`src/rtl/loop_acb_pkg.sv`:
```
package loop_acb_pkg;

  localparam logic [7:0] OPC_STEP_BYTE = 8'h9D;
  localparam logic [7:0] OPC_STEP_WORD = 8'h3D;
  localparam logic [7:0] OPC_STEP_LONG = 8'hF1;
  localparam logic [7:0] OPC_INC_LE    = 8'hF3;
  localparam logic [7:0] OPC_INC_LT    = 8'hF2;

  typedef enum logic [1:0] {
    SZ_BYTE = 2'd0,
    SZ_WORD = 2'd1,
    SZ_LONG = 2'd2
  } opsize_e;

  typedef struct packed {
    logic    legal;
    opsize_e size;
    logic    inc_form;
    logic    strict_lt;
  } acb_dec_t;

endpackage

```
`src/rtl/loop_acb_decode.sv`:
```
module loop_acb_decode
  import loop_acb_pkg::*;
(
  input  logic [7:0] opcode,
  output acb_dec_t   dec
);

  always_comb begin
    dec = '{legal: 1'b1, size: SZ_LONG, inc_form: 1'b0, strict_lt: 1'b0};
    case (opcode)
      OPC_STEP_BYTE: dec.size = SZ_BYTE;
      OPC_STEP_WORD: dec.size = SZ_WORD;
      OPC_STEP_LONG: dec.size = SZ_LONG;
      OPC_INC_LE:    dec.inc_form = 1'b1;
      OPC_INC_LT: begin
        dec.inc_form  = 1'b1;
        dec.strict_lt = 1'b1;
      end
      default:       dec.legal = 1'b0;
    endcase
  end

endmodule

```
`src/rtl/loop_acb_adder.sv`:
```
module loop_acb_adder
  import loop_acb_pkg::*;
#(
  parameter int DATA_W = 32
) (
  input  opsize_e           size,
  input  logic [DATA_W-1:0] index,
  input  logic [DATA_W-1:0] step,
  output logic [DATA_W-1:0] sum_sext,
  output logic [DATA_W-1:0] merged_index,
  output logic              ovf,
  output logic              step_neg
);

  localparam int NSIZE = $clog2(DATA_W / 8) + 1;

  logic [DATA_W-1:0] sext_a  [NSIZE];
  logic [DATA_W-1:0] merge_a [NSIZE];
  logic              ovf_a   [NSIZE];
  logic              neg_a   [NSIZE];

  for (genvar g = 0; g < NSIZE; g++) begin : g_size
    localparam int W = 8 << g;
    logic [W-1:0] a_w, b_w, s_w;
    assign a_w = index[W-1:0];
    assign b_w = step[W-1:0];
    assign s_w = a_w + b_w;
    assign ovf_a[g] = (a_w[W-1] == b_w[W-1]) && (s_w[W-1] != a_w[W-1]);
    assign neg_a[g] = b_w[W-1];
    if (W < DATA_W) begin : g_part
      assign sext_a[g]  = {{(DATA_W-W){s_w[W-1]}}, s_w};
      assign merge_a[g] = {index[DATA_W-1:W], s_w};
    end else begin : g_full
      assign sext_a[g]  = s_w;
      assign merge_a[g] = s_w;
    end
  end

  always_comb begin
    sum_sext     = sext_a[NSIZE-1];
    merged_index = merge_a[NSIZE-1];
    ovf          = ovf_a[NSIZE-1];
    step_neg     = neg_a[NSIZE-1];
    for (int k = 0; k < NSIZE; k++) begin
      if (int'(size) == k) begin
        sum_sext     = sext_a[k];
        merged_index = merge_a[k];
        ovf          = ovf_a[k];
        step_neg     = neg_a[k];
      end
    end
  end

endmodule

```
`src/rtl/loop_acb_branch.sv`:
```
module loop_acb_branch
  import loop_acb_pkg::*;
#(
  parameter int DATA_W = 32,
  parameter int PC_W   = 32,
  parameter int DISP_W = 16
) (
  input  acb_dec_t          dec,
  input  logic [DATA_W-1:0] sum_sext,
  input  logic [DATA_W-1:0] limit,
  input  logic              step_neg,
  input  logic [DISP_W-1:0] displ,
  input  logic [PC_W-1:0]   pc,
  output logic              taken,
  output logic [PC_W-1:0]   next_pc
);

  localparam int NSIZE = $clog2(DATA_W / 8) + 1;

  logic [DATA_W-1:0] lim_a [NSIZE];
  logic [DATA_W-1:0] lim_sext;
  logic [PC_W-1:0]   disp_short, disp_long, disp_sel;
  logic              le, ge, lt;

  for (genvar g = 0; g < NSIZE; g++) begin : g_lim
    localparam int W = 8 << g;
    if (W < DATA_W) begin : g_part
      assign lim_a[g] = {{(DATA_W-W){limit[W-1]}}, limit[W-1:0]};
    end else begin : g_full
      assign lim_a[g] = limit;
    end
  end

  always_comb begin
    lim_sext = lim_a[NSIZE-1];
    for (int k = 0; k < NSIZE; k++) begin
      if (int'(dec.size) == k) lim_sext = lim_a[k];
    end
  end

  assign le = $signed(sum_sext) <= $signed(lim_sext);
  assign ge = $signed(sum_sext) >= $signed(lim_sext);
  assign lt = $signed(sum_sext) <  $signed(lim_sext);

  always_comb begin
    if (!dec.legal)        taken = 1'b0;
    else if (dec.inc_form) taken = dec.strict_lt ? lt : le;
    else                   taken = step_neg ? ge : le;
  end

  assign disp_short = {{(PC_W-8){displ[7]}}, displ[7:0]};
  assign disp_long  = {{(PC_W-DISP_W){displ[DISP_W-1]}}, displ};
  assign disp_sel   = dec.inc_form ? disp_short : disp_long;
  assign next_pc    = taken ? pc + disp_sel : pc;

endmodule

```
`src/rtl/loop_acb_unit.sv`:
```
module loop_acb_unit
  import loop_acb_pkg::*;
#(
  parameter int DATA_W = 32,
  parameter int PC_W   = 32,
  parameter int DISP_W = 16
) (
  input  logic              clk,
  input  logic              rst_n,
  input  logic              in_valid,
  input  logic [7:0]        in_opcode,
  input  logic [DATA_W-1:0] in_limit,
  input  logic [DATA_W-1:0] in_addend,
  input  logic [DATA_W-1:0] in_index,
  input  logic [DISP_W-1:0] in_displ,
  input  logic [PC_W-1:0]   in_pc,
  input  logic              in_n,
  input  logic              in_z,
  input  logic              in_v,
  input  logic              in_c,
  output logic              out_valid,
  output logic [DATA_W-1:0] out_index,
  output logic              out_n,
  output logic              out_z,
  output logic              out_v,
  output logic              out_c,
  output logic              out_taken,
  output logic              out_illegal,
  output logic [PC_W-1:0]   out_pc
);

  acb_dec_t          dec;
  logic [DATA_W-1:0] step;
  logic [DATA_W-1:0] sum_sext, merged_index;
  logic              ovf, step_neg, taken;
  logic [PC_W-1:0]   next_pc;

  logic [DATA_W-1:0] index_d;
  logic              n_d, z_d, v_d, taken_d, illegal_d;
  logic [PC_W-1:0]   pc_d;

  loop_acb_decode u_dec (
    .opcode (in_opcode),
    .dec    (dec)
  );

  assign step = dec.inc_form ? DATA_W'(1) : in_addend;

  loop_acb_adder #(.DATA_W(DATA_W)) u_add (
    .size         (dec.size),
    .index        (in_index),
    .step         (step),
    .sum_sext     (sum_sext),
    .merged_index (merged_index),
    .ovf          (ovf),
    .step_neg     (step_neg)
  );

  loop_acb_branch #(.DATA_W(DATA_W), .PC_W(PC_W), .DISP_W(DISP_W)) u_br (
    .dec      (dec),
    .sum_sext (sum_sext),
    .limit    (in_limit),
    .step_neg (step_neg),
    .displ    (in_displ),
    .pc       (in_pc),
    .taken    (taken),
    .next_pc  (next_pc)
  );

  // next-state
  always_comb begin
    if (dec.legal) begin
      index_d   = merged_index;
      n_d       = sum_sext[DATA_W-1];
      z_d       = (sum_sext == '0);
      v_d       = ovf;
      taken_d   = taken;
      illegal_d = 1'b0;
      pc_d      = next_pc;
    end else begin
      index_d   = in_index;
      n_d       = in_n;
      z_d       = in_z;
      v_d       = in_v;
      taken_d   = 1'b0;
      illegal_d = 1'b1;
      pc_d      = in_pc;
    end
  end

  // control registers
  always_ff @(posedge clk or negedge rst_n) begin
    if (!rst_n) begin
      out_valid   <= 1'b0;
      out_taken   <= 1'b0;
      out_illegal <= 1'b0;
    end else begin
      out_valid <= in_valid;
      if (in_valid) begin
        out_taken   <= taken_d;
        out_illegal <= illegal_d;
      end
    end
  end

  // datapath registers, enable only
  always_ff @(posedge clk) begin
    if (in_valid) begin
      out_index <= index_d;
      out_n     <= n_d;
      out_z     <= z_d;
      out_v     <= v_d;
      out_c     <= in_c;
      out_pc    <= pc_d;
    end
  end

endmodule

```
`config.mk`:
```
export PLATFORM = sky130hd
export DESIGN_NAME = loop_acb_unit
export DESIGN_NICKNAME = d
export VERILOG_FILES = /design/src/rtl/loop_acb_pkg.sv /design/src/rtl/loop_acb_decode.sv /design/src/rtl/loop_acb_adder.sv /design/src/rtl/loop_acb_branch.sv /design/src/rtl/loop_acb_unit.sv
export SDC_FILE = /design/constraint.sdc
export NUM_CORES = 1
export LEC_CHECK = 0
export BUFFER_PORTS_ARGS = -buffer_cell sky130_fd_sc_hd__buf_2
export CORE_UTILIZATION = 23
export DETAILED_ROUTE_END_ITERATION = 10
export PLACE_DENSITY = 0.47
export SLEW_MARGIN = 40
export SYNTH_ARGS = -nofsm -noshare
export SYNTH_HDL_FRONTEND = slang
export SYNTH_SLANG_ARGS = --single-unit
```
`constraint.sdc`:
```
create_clock -name clk -period 1.6 [get_ports clk]
set_input_delay 0.08 -clock clk [delete_from_list [all_inputs] [get_ports clk]]
set_output_delay 0.08 -clock clk [all_outputs]
set_load 0.005 [all_outputs]
```
# Word-level counts from Yosys, hierarchy flattened
# Cells that the tools add are included.
# word_totals
inputBits,159
out_inout_bits,71
word_cells,69
regBits,71
# classes
n_eq_ne,13
order_cmp,3
addsub,4
muxes,33
reduce_logical,7
# op_table
operator,n
2-to-1 mux 32 bit,14
adder 32 bit,2
"equality test 8 bit, second input constant",4
>= comparator 32 bit,1
less-or-equal comparator 32 bit,1
zero test 32 bit,1
< comparator 32 bit,1
2-to-1 mux 1 bit,18
adder 16 bit,1
adder 8 bit,1
"equality test 8 x 6 -> 1 bit, second input constant",1
OR reduction 5 bit,1
"equality test 2 bit, second input constant",2
one-hot mux 2 bit (2 select lines),1
equality test 1 bit,3
logical AND 1 bit,3
inequality test 1 bit,3
zero test 2 bit,1
OR reduction 2 bit,1

# Logic depth before layout (Yosys ltp)
# logic_depth
word_depth,14
ltp_mapped,31
ltp_nobuf,28

# By module
# A second synthesis with hierarchy kept.
# hier_totals
hier_cells,938
area_unflattened_um2,8383.0
# modules_own_cells
mod,area_per_inst_um2,n_inst,seq_area_each_um2,cells_per_inst
loop_acb_unit,3241.9,1,2117.0,198
loop_acb_branch,2992.9,1,0.0,419
loop_acb_adder,2065.7,1,0.0,311
loop_acb_decode,82.6,1,0.0,10

# Least setup slack after synthesis
# No wires, ideal clock.
# synth_path
kind,input port to flip-flop
start,in in_opcode[7]
end,reg out_pc[0] (data pin)
n_path_buf,5
arrival_ns,5.541
cell_stages,29
required_time_ns,1.340
slack_ns,-4.201
setup_ns,0.260
path_cell_list,nand4_1 -> nor3_1 -> nand2_1 -> clkbuf_1 -> clkbuf_1 -> and2_1 -> ha_1 -> clkbuf_2 -> a211oi_1 -> o21bai_1 -> a211oi_2 -> o31ai_4 -> xnor2_1 -> o22ai_1 -> nand2_1 -> clkbuf_1 -> nand2_1 -> ha_1 -> a21o_1 -> a21o_1 -> a21oi_1 -> o21ai_0 -> a211o_1 -> a221o_1 -> mux2i_1 -> mux2i_1 -> nand2_1 -> clkbuf_1 -> mux2_2
# synth_between
elab_chain_len,14
word_cells_on_any_way,36
classes_between,add/sub: 3; order compare: 3; eq/ne: 7; mux: 20; reduce/logical: 3
# synth_lines
element,line_no,source
"start, declared",loop_acb_unit.sv:11,"input logic [7:0] in_opcode,"
equality test 8 bit,loop_acb_decode.sv:10,case (opcode)
OR reduction 2 bit (no source line),-,
2-to-1 mux 1 bit,loop_acb_decode.sv:10,
2-to-1 mux 32 bit,loop_acb_unit.sv:47,assign step = dec.inc_form ? DATA_W'(1) : in_addend;
adder 32 bit / adder 8 bit (equally long branches),loop_acb_adder.sv:27,assign s_w = a_w + b_w;
2-to-1 mux 32 bit (3 in a row),loop_acb_adder.sv:45,if (int'(size) == k) begin
"less-or-equal comparator 32 bit, or another cell as far along",loop_acb_branch.sv:41,assign le = $signed(sum_sext) <= $signed(lim_sext);
2-to-1 mux 1 bit (on tied branches),"loop_acb_branch.sv:48, loop_acb_branch.sv:47",
2-to-1 mux 1 bit,loop_acb_branch.sv:47,else if (dec.inc_form) taken = dec.strict_lt ? lt : le;
2-to-1 mux 1 bit,loop_acb_branch.sv:46,if (!dec.legal) taken = 1'b0;
2-to-1 mux 32 bit,loop_acb_branch.sv:54,assign next_pc = taken ? pc + disp_sel : pc;
2-to-1 mux 32 bit (*),loop_acb_unit.sv:72,if (dec.legal) begin
net pc_d[0],loop_acb_unit.sv:40,logic [PC_W-1:0] pc_d;
"end signal, assigned",loop_acb_unit.sv:114,out_pc <= pc_d;
"end, declared",loop_acb_unit.sv:29,output logic [PC_W-1:0] out_pc
# The timed path passes the listed nets; every way through them passes the cells marked *.
# A chain may end at the register's enable or synchronous reset.

# Final worst setup path
# layout_path
start,in in_opcode[6]
end,reg out_pc[14] (data pin)
# Same word-level chain as after synthesis.

==> impl_metrics.ini <==
[run_status]
status = finished with violations
violations = negative setup slack

[synth]
synth_flop_cell = edfxtp_1
syn-num-nets = 1161
syn_inst = 906
yosysSeqAreaShare = 0.276
syn_area_mm2 = 0.00768
async_reset_ff_frac = 0.0423
netlist.area_leader.share = 0.266
synth-edff-count = 68
syn_area_per_cell_um2 = 8.48
ys_warn_count = 0
synth_cell_types = 80
synth_top_area_cell = edfxtp_1
ys_seq_elements = 71
synthTopCellsByArea = edfxtp_1, ha_1, o21ai_0

[sta]
worst_slew_pin_slew_ns = 0.636
fin_crit_ns = 5.14
skew_ns = 0
slew_headroom = 0.571
finalHoldWorstSlack_ns = 0.0149
fin_ws_ns = -3.54
setup_viol = 66
fin_crit_sh = 3.21
drv_slew = 0
hold_viol = 0
fmax_mhz = 195
grt_setup_unrepaired = yes

[critical_path]
crit_path_top_delay_cell = a2111oi_4
path_class = in2reg
crit_buf_inv = 4
crit_arrival_ns = 5.26
crit_path_max_fanout = 11
end_kind = register
max_stage_delay_ns = 0.35
cp_top_family = compound AO/OA/AOI/OAI gates
startpoint_type = input pin
cp_data_required_time_ns = 1.72

[floorplanning]
pin_count = 230
die_x_um = 185
die_area_mm2 = 0.0341
core_area_mm2 = 0.0327
floorplan.initialDensity = 0.235
rows = 66
die_h_um = 185

[cells_and_area]
areaGrowthSynthToFinish_pct = 73.1
final_util = 0.406
drive_above_1_share = 0.493
fill_cells = 3355
final_cell_mix = buf_4, buf_2, nand2_1
finalNonFillerCells = 1888
layout_commonest_cell = buf_4
nNetsFinal = 1695

[place]
post-place-cells = 1802
place_hpwl_um = 24200
port_buffers = 229
gp_congestion = 0.911

[clocking]
cts_max_level = 3
cts_root_buffer = clkbuf_16
cts.clk_slew.worst_paths_ns = 0.07
clk_latency_ns = 0.37
cts_sinks = 71
cts_tree = done
clock_path_buffers = 2
numCtsBuffers = 9

[global_route]
antenna_found_initial = 5
grt_overflow = 0
grt_max_degree = 37
globalRouteTotalUtil = 0.183
grt_pass1_vias = 8916
grt_pass1_wl_um = 47300

[pwr]
p_per_area_mw_per_mm2 = 666
p_leak_uw = 0.00630
worst_ir_drop_vdd_uv = 493

[detailed_routing]
first_pass_iters = 4
drtIter0Drc = 412
vias = 8792
antenna_left = 0
post_drt_wl_per_cell_um = 16.5
routed_wl_um = 31200
vias_per_cell = 4.66
drc = 0

[run]
maxCapViolations = 0

[min_path]
hold_path.class = in2reg
[worst min-delay path: cells and delay by family]
| kind | cells | cell delay (ns) |
|---|---|---|
| buffers and inverters | 1 | 0.11 |
| AND/OR/NAND/NOR | 1 | 0.05 |
| AO/OA/AOI/OAI | 1 | 0.04 |
[metrics by stage]
| step | TNS (ns) | setup WS [ns] | cell area (um^2) | power [uW] |
|---|---|---|---|---|
| finish | -153.78 | -3.54 | 13300 | 8850 |
| global route | -168.70 | -3.83 | 13300 | 9440 |
| CTS | -152.51 | -3.56 | 12900 | 8710 |
| detailed placement | -192.60 | -4.33 | 11600 | 6130 |
| global placement | -188.05 | -4.24 | 11600 | 6130 |
| floorplan | -157.10 | -3.76 | 8100 | 4310 |
[metal layers]
metal  vias to the layer above  GRT usage  routed length, um  share of wire
met4                         8     0.0674                774          0.025
li1                       4427          -                  -              -
met5                         -          0                 49         0.0016
met1                      4118      0.219              13700           0.44
met2                       194      0.314              15200           0.49
met3                        45     0.0449               1550          0.049
[synth_stat cells (all sizes together) (5+ instances only)]
| master | n |
|---|---|
| o21bai | 9 |
| clkbuf | 22 |
| or3 | 5 |
| buf | 7 |
| o21a | 13 |
| a21oi | 64 |
| and2 | 36 |
| and3 | 9 |
| o211ai | 11 |
| xnor2 | 28 |
| nor2b | 9 |
| mux2 | 8 |
| nand2 | 128 |
| edfxtp | 68 |
| o21ai | 110 |
| a21o | 39 |
| nor3 | 12 |
| or4 | 5 |
| nand2b | 16 |
| nand3 | 14 |
| a31oi | 9 |
| inv | 32 |
| ha | 94 |
| nor2 | 43 |
| nand4 | 14 |
| a211oi | 8 |
| xor2 | 26 |
[logic make-up (layout without fill, tap and decap cells)]
| family | after synthesis | count (layout) | synth area share |
|---|---|---|---|
| xor gates and xnor gates | 54 | 54 | 0.0626 |
| and+or+nand+nor | 307 | 307 | 0.194 |
| buffers and inverters | 61 | 600 | 0.0314 |
| adders and majority gates | 96 | 96 | 0.158 |
| other | 0 | 1 | 0 |
| muxes | 12 | 12 | 0.0169 |
| DFF | 71 | 71 | 0.276 |
| AOI/OAI and AO/OA | 305 | 305 | 0.261 |
[power by group]
| part | internal, uW | leakage, uW | total, uW | switching (uW) |
|---|---|---|---|---|
| registers | 2210 | 0.000700 | 2240 | 35.9 |
| clock network | 1040 | 0.000126 | 1920 | 879 |
| logic | 2500 | 0.00548 | 4690 | 2190 |
[repair_timing]
item | in CTS | in global routing
pin swaps | 28 | 10
buffers inserted | 38 | 13
hold endpoints to repair | 14 | 0
setup endpoints to repair | 67 | 69
gates resized for setup | 130 | 51
hold buffers | 12 | 0
cloned | 4 | 2
[worst paths after layout]
kind                            cells after the start    startpoint     endpoint  slack [ns]
worst max-delay path                               31  in_opcode[6]   out_pc[14]       -3.54
worst min-delay path                                3     in_pc[18]   out_pc[18]        0.01
worst max register to register                      1   out_illegal  out_illegal        0.85
worst min register to register                      1   out_illegal  out_illegal        0.52
max in group asynchronous                           2         rst_n  out_illegal        1.42
min in group asynchronous                           2         rst_n    out_taken        0.06
[area by class of cell]
cell class	count	area, um^2	share of cell area
diodes	1	2.50	0.000188
clock buffers	10	229	0.0172
clock inverters	6	37.5	0.00282
inverters	32	120	0.00904
multi-input cells	774	6240	0.470
flip-flops and latches	71	2120	0.159
well taps	442	553	0.0416
repair buffers	552	3990	0.300
[registers in the layout, indices dropped and copies added (netlist names)]
signal       flops
out_index       32
out_c            1
out_pc          32
out_z            1
out_v            1
out_n            1
out_taken        1
out_illegal      1
out_valid        1
Note: power is estimated with default switching activity, not from simulation.
